`src/rtl/cdma_pkg.sv`:
```
package cdma_pkg;
  localparam logic [11:0] OFS_MODE = 12'h820;
  localparam logic [11:0] OFS_CTRL = 12'h828;
  localparam logic [11:0] OFS_RST  = 12'h830;
  localparam logic [11:0] OFS_END  = 12'h840;
  localparam logic [11:0] OFS_ENDM = 12'h848;
  localparam logic [11:0] OFS_ERR  = 12'h850;
  localparam logic [11:0] OFS_ERRM = 12'h858;
  localparam logic [11:0] OFS_ADDR = 12'h880;

  localparam int BIT_INC   = 0;
  localparam int BIT_WLO   = 4;
  localparam int BIT_WHI   = 5;
  localparam int BIT_CH    = 16;
  localparam int BIT_GO    = 0;
  localparam int BIT_RST0  = 8;
  localparam int BIT_RST1  = 9;
  localparam int BIT_FLAG0 = 16;
  localparam int BIT_FLAG1 = 17;

  localparam int NUM_CH    = 2;
  localparam int BEAT_LG   = 3;

  typedef struct packed {
    logic       ch;
    logic [1:0] width;
    logic       inc;
  } mode_t;
endpackage

```
`src/rtl/cdma_flag_bank.sv`:
```
module cdma_flag_bank #(
  parameter int N = 2
) (
  input  logic         clk,
  input  logic         rst_n,
  input  logic         sw_wr,
  input  logic [N-1:0] sw_wdata,
  input  logic         mask_wr,
  input  logic [N-1:0] mask_wdata,
  input  logic [N-1:0] hw_set,
  output logic [N-1:0] flags,
  output logic [N-1:0] mask,
  output logic         pending
);
  for (genvar i = 0; i < N; i++) begin : g_bit
    logic flag_d, flag_q, mask_d, mask_q;

    always_comb begin
      flag_d = flag_q;
      if (sw_wr) flag_d = flag_q & sw_wdata[i];
      if (hw_set[i]) flag_d = 1'b1;
      mask_d = mask_wr ? mask_wdata[i] : mask_q;
    end

    always_ff @(posedge clk or negedge rst_n) begin
      if (!rst_n) begin
        flag_q <= 1'b0;
        mask_q <= 1'b0;
      end else begin
        flag_q <= flag_d;
        mask_q <= mask_d;
      end
    end

    assign flags[i] = flag_q;
    assign mask[i]  = mask_q;
  end

  assign pending = |(flags & ~mask);
endmodule

```
`src/rtl/cdma_mover.sv`:
```
module cdma_mover #(
  parameter int ADDR_W = 32,
  parameter int BEAT_W = 13
) (
  input  logic              clk,
  input  logic              rst_n,
  input  logic              start,
  input  logic [ADDR_W-1:0] start_addr,
  input  logic [BEAT_W-1:0] start_beats,
  input  logic              inc,
  input  logic              abort,
  input  logic              fifo_rdy,
  input  logic              mem_ack,
  input  logic              mem_err,
  output logic              busy,
  output logic              mem_req,
  output logic [ADDR_W-1:0] mem_addr,
  output logic              beat,
  output logic              done,
  output logic              fault
);
  localparam logic [ADDR_W-1:0] STEP = ADDR_W'(8);
  localparam logic [BEAT_W-1:0] ONE  = BEAT_W'(1);

  logic              busy_q, busy_d;
  logic              inc_q, inc_d;
  logic [ADDR_W-1:0] addr_q, addr_d;
  logic [BEAT_W-1:0] left_q, left_d;
  logic              last;

  assign mem_req  = busy_q & fifo_rdy;
  assign beat     = mem_req & mem_ack;
  assign last     = (left_q == ONE);
  assign done     = beat & ~mem_err & last & ~abort;
  assign fault    = beat & mem_err & ~abort;
  assign busy     = busy_q;
  assign mem_addr = addr_q;

  always_comb begin
    busy_d = busy_q;
    inc_d  = inc_q;
    addr_d = addr_q;
    left_d = left_q;
    if (abort) begin
      busy_d = 1'b0;
    end else if (start) begin
      busy_d = 1'b1;
      inc_d  = inc;
      addr_d = start_addr;
      left_d = start_beats;
    end else if (beat) begin
      if (mem_err || last) begin
        busy_d = 1'b0;
      end else begin
        left_d = left_q - ONE;
        if (inc_q) addr_d = addr_q + STEP;
      end
    end
  end

  always_ff @(posedge clk or negedge rst_n) begin
    if (!rst_n) begin
      busy_q <= 1'b0;
      inc_q  <= 1'b0;
      addr_q <= '0;
      left_q <= '0;
    end else begin
      busy_q <= busy_d;
      inc_q  <= inc_d;
      addr_q <= addr_d;
      left_q <= left_d;
    end
  end
endmodule

```
`src/rtl/card_dma_engine.sv`:
```
module card_dma_engine
  import cdma_pkg::*;
#(
  parameter int ADDR_W = 32,
  parameter int CNT_W  = 16
) (
  input  logic              clk,
  input  logic              rst_n,
  input  logic              reg_wr,
  input  logic [11:0]       reg_addr,
  input  logic [63:0]       reg_wdata,
  output logic [63:0]       reg_rdata,
  input  logic [CNT_W-1:0]  xfer_bytes,
  input  logic              fifo_rdy,
  output logic              fifo_beat,
  output logic              mem_req,
  output logic              mem_we,
  output logic [ADDR_W-1:0] mem_addr,
  input  logic              mem_ack,
  input  logic              mem_err,
  output logic              irq
);
  localparam int BEAT_W = CNT_W - BEAT_LG;

  // reset: asserted asynchronously, released through two flops
  logic [1:0] sync_q;
  logic       rst_int_n;
  always_ff @(posedge clk or negedge rst_n) begin
    if (!rst_n) sync_q <= 2'b00;
    else        sync_q <= {sync_q[0], 1'b1};
  end
  assign rst_int_n = sync_q[1];

  // register write decode
  logic wr_mode, wr_ctrl, wr_rst, wr_end, wr_endm, wr_err, wr_errm, wr_addr;
  assign wr_mode = reg_wr && (reg_addr == OFS_MODE);
  assign wr_ctrl = reg_wr && (reg_addr == OFS_CTRL);
  assign wr_rst  = reg_wr && (reg_addr == OFS_RST);
  assign wr_end  = reg_wr && (reg_addr == OFS_END);
  assign wr_endm = reg_wr && (reg_addr == OFS_ENDM);
  assign wr_err  = reg_wr && (reg_addr == OFS_ERR);
  assign wr_errm = reg_wr && (reg_addr == OFS_ERRM);
  assign wr_addr = reg_wr && (reg_addr == OFS_ADDR);

  mode_t              mode_q, mode_d;
  logic [ADDR_W-1:0]  base_q, base_d;
  logic [NUM_CH-1:0]  rst_q, rst_d;
  logic               ch_q, ch_d;

  logic               busy, done, fault;
  logic               ch_sel, start_acc, misalign, no_beats, launch, abort;
  logic [NUM_CH-1:0]  end_set, err_set, end_flags, err_flags, end_mask, err_mask;
  logic               end_pend, err_pend;

  assign ch_sel    = mode_q.ch;
  assign misalign  = |base_q[BEAT_LG-1:0];
  assign no_beats  = (xfer_bytes[CNT_W-1:BEAT_LG] == '0);
  assign start_acc = wr_ctrl && reg_wdata[BIT_GO] && !busy && rst_d[ch_sel];
  assign launch    = start_acc && !misalign && !no_beats;
  assign abort     = busy && !rst_d[ch_q];

  // next-state
  always_comb begin
    mode_d = mode_q;
    if (wr_mode) begin
      mode_d.ch    = reg_wdata[BIT_CH];
      mode_d.width = reg_wdata[BIT_WHI:BIT_WLO];
      mode_d.inc   = reg_wdata[BIT_INC];
    end
    base_d = wr_addr ? reg_wdata[ADDR_W-1:0] : base_q;
    rst_d  = wr_rst ? {reg_wdata[BIT_RST1], reg_wdata[BIT_RST0]} : rst_q;
    ch_d   = launch ? ch_sel : ch_q;

    end_set = '0;
    err_set = '0;
    if (done)                               end_set[ch_q]   = 1'b1;
    if (start_acc && !misalign && no_beats) end_set[ch_sel] = 1'b1;
    if (fault)                              err_set[ch_q]   = 1'b1;
    if (start_acc && misalign)              err_set[ch_sel] = 1'b1;
  end

  always_ff @(posedge clk or negedge rst_int_n) begin
    if (!rst_int_n) begin
      mode_q <= '0;
      base_q <= '0;
      rst_q  <= '1;
      ch_q   <= 1'b0;
    end else begin
      mode_q <= mode_d;
      base_q <= base_d;
      rst_q  <= rst_d;
      ch_q   <= ch_d;
    end
  end

  cdma_mover #(.ADDR_W(ADDR_W), .BEAT_W(BEAT_W)) i_mover (
    .clk        (clk),
    .rst_n      (rst_int_n),
    .start      (launch),
    .start_addr (base_q),
    .start_beats(xfer_bytes[CNT_W-1:BEAT_LG]),
    .inc        (mode_q.inc),
    .abort      (abort),
    .fifo_rdy   (fifo_rdy),
    .mem_ack    (mem_ack),
    .mem_err    (mem_err),
    .busy       (busy),
    .mem_req    (mem_req),
    .mem_addr   (mem_addr),
    .beat       (fifo_beat),
    .done       (done),
    .fault      (fault)
  );

  cdma_flag_bank #(.N(NUM_CH)) i_end_bank (
    .clk       (clk),
    .rst_n     (rst_int_n),
    .sw_wr     (wr_end),
    .sw_wdata  (reg_wdata[BIT_FLAG1:BIT_FLAG0]),
    .mask_wr   (wr_endm),
    .mask_wdata(reg_wdata[BIT_FLAG1:BIT_FLAG0]),
    .hw_set    (end_set),
    .flags     (end_flags),
    .mask      (end_mask),
    .pending   (end_pend)
  );

  cdma_flag_bank #(.N(NUM_CH)) i_err_bank (
    .clk       (clk),
    .rst_n     (rst_int_n),
    .sw_wr     (wr_err),
    .sw_wdata  (reg_wdata[BIT_FLAG1:BIT_FLAG0]),
    .mask_wr   (wr_errm),
    .mask_wdata(reg_wdata[BIT_FLAG1:BIT_FLAG0]),
    .hw_set    (err_set),
    .flags     (err_flags),
    .mask      (err_mask),
    .pending   (err_pend)
  );

  assign irq    = end_pend | err_pend;
  assign mem_we = ch_q;

  // read mux
  always_comb begin
    reg_rdata = '0;
    case (reg_addr)
      OFS_MODE: begin
        reg_rdata[BIT_CH]          = mode_q.ch;
        reg_rdata[BIT_WHI:BIT_WLO] = mode_q.width;
        reg_rdata[BIT_INC]         = mode_q.inc;
      end
      OFS_RST:  reg_rdata[BIT_RST1:BIT_RST0]   = rst_q;
      OFS_END:  reg_rdata[BIT_FLAG1:BIT_FLAG0] = end_flags;
      OFS_ENDM: reg_rdata[BIT_FLAG1:BIT_FLAG0] = end_mask;
      OFS_ERR:  reg_rdata[BIT_FLAG1:BIT_FLAG0] = err_flags;
      OFS_ERRM: reg_rdata[BIT_FLAG1:BIT_FLAG0] = err_mask;
      OFS_ADDR: reg_rdata[ADDR_W-1:0]          = base_q;
      default:  reg_rdata = '0;
    endcase
  end

  logic unused_bits;
  assign unused_bits = &{1'b0, reg_wdata, xfer_bytes[BEAT_LG-1:0]};
endmodule

```
`config.mk`:
```
export PLATFORM = sky130hd
export DESIGN_NAME = card_dma_engine
export DESIGN_NICKNAME = d
export VERILOG_FILES = /design/src/rtl/cdma_pkg.sv /design/src/rtl/cdma_flag_bank.sv /design/src/rtl/cdma_mover.sv /design/src/rtl/card_dma_engine.sv
export SDC_FILE = /design/constraint.sdc
export NUM_CORES = 1
export LEC_CHECK = 0
export ABC_AREA = 1
export BUFFER_PORTS_ARGS = -buffer_cell sky130_fd_sc_hd__buf_2
export CORE_MARGIN = 5
export CORE_UTILIZATION = 48
export DETAILED_ROUTE_END_ITERATION = 7
export PLACE_DENSITY_LB_ADDON = 0.12
export SYNTH_ARGS = -nofsm -noshare
export SYNTH_HDL_FRONTEND = slang
export SYNTH_SLANG_ARGS = --single-unit
```
`constraint.sdc`:
```
create_clock -name clk -period 4.82 [get_ports clk]
set_clock_uncertainty 0.1 [all_clocks]
set_input_delay 0.482 -clock clk [delete_from_list [all_inputs] [get_ports clk]]
set_output_delay 0.482 -clock clk [all_outputs]
set_load 0.02 [all_outputs]
```
Word level (Yosys, flattened, before mapping)

Cells that the tools add are included.

Latch bits: 0
Input bits: 98
Word-level logic and storage cells: 135
Register bits: 96
Memory bits (writable): 0
Memories: 0
Memory bits (read-only): 0

Reduce and logical (&&, ||, !) cells: 39
Magnitude comparators: 4
Bitwise logic cells: 20
Multiply operators: 0
Shift operators: 0
Equal/unequal tests: 10
Add/sub/neg operators: 2
Multiplexer cells: 41
Divide/modulo/power cells: 0

Operator list:

| cell                                                  | count |
|---|---|
| 2-to-1 mux 32 bit                                     | 4 |
| equality test 12 bit (second input constant)          | 8 |
| 2-to-1 mux 13 bit                                     | 3 |
| adder 32 x 4 -> 32 bit (second input constant)        | 1 |
| logical AND 1 bit                                     | 18 |
| 2-to-1 mux 1 bit                                      | 18 |
| 2-to-1 mux 14 bit                                     | 1 |
| equality test 13 x 1 -> 1 bit (second input constant) | 1 |
| zero test 13 bit                                      | 1 |
| subtractor 13 x 1 -> 13 bit (second input constant)   | 1 |
| 2-to-1 mux 2 bit                                      | 6 |
| nonzero test 2 bit                                    | 6 |
| AND 1 bit                                             | 11 |
| case mux 2 bit (2 select lines)                       | 2 |
| 2-to-1 mux 6 bit                                      | 1 |
| case mux 1 bit (6 select lines)                       | 1 |
| nonzero test 3 bit                                    | 2 |
| case mux 1 bit (5 select lines)                       | 1 |
| AND 2 bit                                             | 2 |
| zero test 1 bit                                       | 4 |
| < comparator 1 x 2 -> 1 bit (second input constant)   | 2 |
| NOT 2 bit                                             | 2 |
| bitwise OR 2 bit                                      | 2 |
| AND reduction 2 bit                                   | 2 |
| 12 further kinds                                      | 16 |

Depth between registers and ports, before layout

Depth in word-level cells: 13
Gate-level depth with buffers: 16
Gate-level depth less buffers: 14

By module

Synthesis repeated with hierarchy kept, for this count alone.

Cell total of the unflattened synthesis: 929
Area total of the unflattened synthesis: 6578.8 µm²

By module, submodules not included:

| module          | area each (µm²) | times used | cells an instance |
|---|---|---|---|
| cdma_mover      | 3420.8          | 1          | 532 |
| card_dma_engine | 2750.1          | 1          | 343 |
| cdma_flag_bank  | 203.9           | 2          | 27 |

Least setup slack after synthesis

OpenSTA, ideal clock, no wires.

Path type: in2out
Start point: input port reg_addr[11]
End point: output port reg_rdata[16]
Required time: 4.238 ns
Cell stages on the path: 10
Setup slack: 2.609 ns
Data arrival time: 1.629 ns
Path through: inv_1 > nor2_2 > nand2_2 > nor2_4 > buf_6 > nand2_2 > clkinv_1 > a32o_1 > nor2_1 > o211ai_1

Word-level cells in the longest chain between the ends: 2
Elaborated cells between the ends (all ways): 7
Classes of those cells: eq/ne: 6; mux: 1

RTL lines:

| element                             | RTL line               | text |
|---|---|---|
| start: declaration                  | card_dma_engine.sv:10  | `input logic [11:0] reg_addr,` |
| equality test 12 bit                | card_dma_engine.sv:147 | `case (reg_addr)` |
| case mux 1 bit (6 select lines) (*) | card_dma_engine.sv:147 |  |
| end: declaration                    | card_dma_engine.sv:12  | `output logic [63:0] reg_rdata,` |

Every way passes the cells marked *; elsewhere a longest branch is shown, timed or not.

Worst setup path after layout

Ends and elaborated chain as after synthesis.

==> flow_summary.toml <==
[global_routing]
grt_pass1_vias = 5514
grt_overflow = 0
grt_max_degree = 65
grt_pass1_wl_um = 27500
grt_antenna_before_repair = 0
grt_usage_pct = 21.6

[critical_path]
path_max_fanout = 26
end_kind = "output pin"
setup.worst_path.class = "in -> out"
worstPathArrival_ns = 2.45
crit_chain = "buf_2 > inv_1 > nor2_2 > nand2_2 > nor2_4 > nand2_2 > clkinv_1 > a32o_1 > nor2_1 > o211ai_1 > buf_2"
crit_family = "simple AND/OR/NAND/NOR gates"
slowest_delay_ns = 0.47
required_ns = 4.24
crit_slowest_cell = "nand2_2"
startpoint_type = "primary input"
crit_buf_inv = 4

[cts]
clock-root-buffer = "clkbuf_16"
ctsLongestPathBuffers = 2
tritoncts = "done"
post_cts_buffers = 0
cts-htree-levels = 3
cts_buffers = 9
clock-sinks = 96
clk_pin_slew_ns = 0.07
clock_latency_ns = 0.35

[synthesis]
synth_area_um2 = 6260
ys_seq_area_share_pct = 38.4
ys_types = 38
synth_area_leader_cell = "dfrtp_1"
yosys_warnings = 0
async_flop_share_pct = 100
syn_inst = 881
synth_top_area_share_pct = 37.5
syn_avg_cell_area_um2 = 7.11
synth_flop_cell = "dfrtp_1"
synth_edf_count = 0
ys_ff_latch = 96
synthTopCellsByArea = "dfrtp_1 38%, nand2_1 17%, inv_1 5.5%"

[timing]
fmax_mhz = 329
hold_viol = 0
worstMarginPinSlew_ns = 1.14
rsz0062_at_grt = "false"
finalCritPeriodShare_pct = 63.0
slew_headroom_pct = 23.7
whs_ns = 0.251
final_max_slew_viol_count = 0
fin_crit_ns = 3.04
tns_ns = 0
setup_viol = 0

[placed_design]
dp_cells = 1152
gp_congestion = 0.837
place_hpwl_um = 12200
io_buffers = 130

[routing]
routedWlPerCell_um = 14.3
via_per_inst = 4.98
wirelength_um = 16700
route.detailed.drc = 0
vias = 5822
postRouteAntennaNets = 0
drt_iter0_drc = 398
first_pass_iters = 5

[floorplan]
die-area_um2 = 15400
pin_count = 198
core_um2 = 12700
die_h_um = 124
fp.dieW_um = 124
row_count = 41
initial_core_util_pct = 49.2

[pwr]
leakage_nw = 4.03
finalPower_mw = 1.60
peakVddDrop_v = 0.000238
p_per_area_nw_per_um2 = 223

[finish]
layout_common_cells = "288 x nand2_1, 130 x buf_2, 93 x dfrtp_1, 91 x inv_1, 87 x nor2_1"
drive_gt1_share_pct = 19.2
final_common_cell = "nand2_1"
num-nets-final = 1093
area_growth_syn_to_layout_pct = 14.3
fin_cells = 1169
n_antenna_cell = 0
utilization_pct = 56.3

[flow_run]
maxCapViolations = 0

[outcome]
status = "finished, final reports clean"

[hold_path]
hold_path_class = "reg -> reg"
state kept, by name, indices dropped and copies added (netlist names):
register	flops
i_mover.inc_q	1
i_mover.mem_addr	32
ch_sel	1
i_err_bank.g_bit.mask_q	2
mode_q	3
i_end_bank.g_bit.flag_q	2
rst_q	2
i_err_bank.g_bit.flag_q	2
i_mover.busy	1
sync_q	2
i_end_bank.g_bit.mask_q	2
i_mover.left_q	13
mem_we	1
base_q	32
layer usage:
metal / wire [µm] / global-route usage, % / vias up
met2: 8090 / 35.7 / 156
met4: 246 / 5.35 / 0
li1: - / - / 2962
met1: 7400 / 28.5 / 2683
met5: 0 / 0 / -
met3: 955 / 5.19 / 21
final cells by class:
type | count | area [µm²]
well taps | 172 | 215
inverters | 95 | 357
fillers | 1357 | 5560
clock buffers | 12 | 267
clock inverters | 4 | 27.5
repair buffers | 135 | 691
multi-input cells | 655 | 3200
flip-flops and latches | 96 | 2410
per-stage QoR:
stage | setup WS, ns | instance area, µm²
global route | 1.56 | 7160
detailed placement | 1.56 | 6860
global placement | 1.60 | 6860
floorplan | 1.85 | 6380
finish | 1.78 | 7160
CTS | 1.75 | 7160
cells in the mapped netlist, types with 2 or more instances:
cell and count:
a21oi_1 26, a22o_1 3, buf_1 2, buf_2 15, buf_4 34, buf_6 5, clkbuf_1 10, conb_1 2
dfrtp_1 94, dfstp_2 2, ha_1 3, inv_1 91, inv_2 3, nand2_1 289, nand2_2 8, nand2_4 2
nand3_1 36, nand3_2 6, nand3b_1 2, nand4_1 53, nand4_2 2, nand4_4 2, nor2_1 87, nor2_2 7
nor2_4 4, nor3_1 14, nor4_1 7, o211ai_1 3, o21ai_0 26, xnor2_1 11, xor2_1 25
worst reg2reg max path: stages (launching register included):
cell and delay (ns):
dfrtp_1 0.49, inv_1 0.20, nand3_1 0.15, nand2_1 0.09, nor2_4 0.50, nand3_2 0.24, o21ai_2 0.10, buf_4 0.33
nand2_1 0.11, nand2_1 0.07
cells by family (layout without fill, tap and decap cells):
| logic type | Yosys count | in the layout | synth area share, % |
|---|---|---|---|
| AND/OR/NAND/NOR | 521 | 521 | 37.8 |
| adder cells (fa/ha/maj) | 3 | 3 | 0.599 |
| XOR/XNOR | 36 | 36 | 5.03 |
| buffers and inverters | 161 | 246 | 12.6 |
| flip-flops | 96 | 96 | 38.4 |
| other | 2 | 33 | 0.120 |
| AO/OA/AOI/OAI | 62 | 62 | 5.49 |
power by group:
part	internal, mW	switching (mW)
combinational	0.0234	0.0546
clock	0.391	0.314
sequential	0.808	0.00920
total	1.22	0.377
final timing paths:
| path | from | end | slack [ns] | cells past startpoint |
|---|---|---|---|---|
| worst max-delay path | reg_addr[11] | reg_rdata[16] | 1.78 | 11 |
| worst min-delay path | sync_q[0] | sync_q[1] | 0.25 | 0 |
| worst max register to register | ch_sel | i_mover.mem_addr[24] | 2.38 | 9 |
| worst min register to register | sync_q[0] | sync_q[1] | 0.25 | 0 |
| max in group asynchronous | sync_q[1] | i_mover.left_q[8] | 3.31 | 1 |
| min in group asynchronous | sync_q[1] | base_q[25] | 0.26 | 0 |
repair_timing:
| action | in CTS | in global routing |
|---|---|---|
| hold endpoints to repair | 2 | 0 |
| gates resized for setup | 0 | 0 |
| hold buffers | 1 | 0 |
No activity file was read; power rests on OpenSTA's default activity.
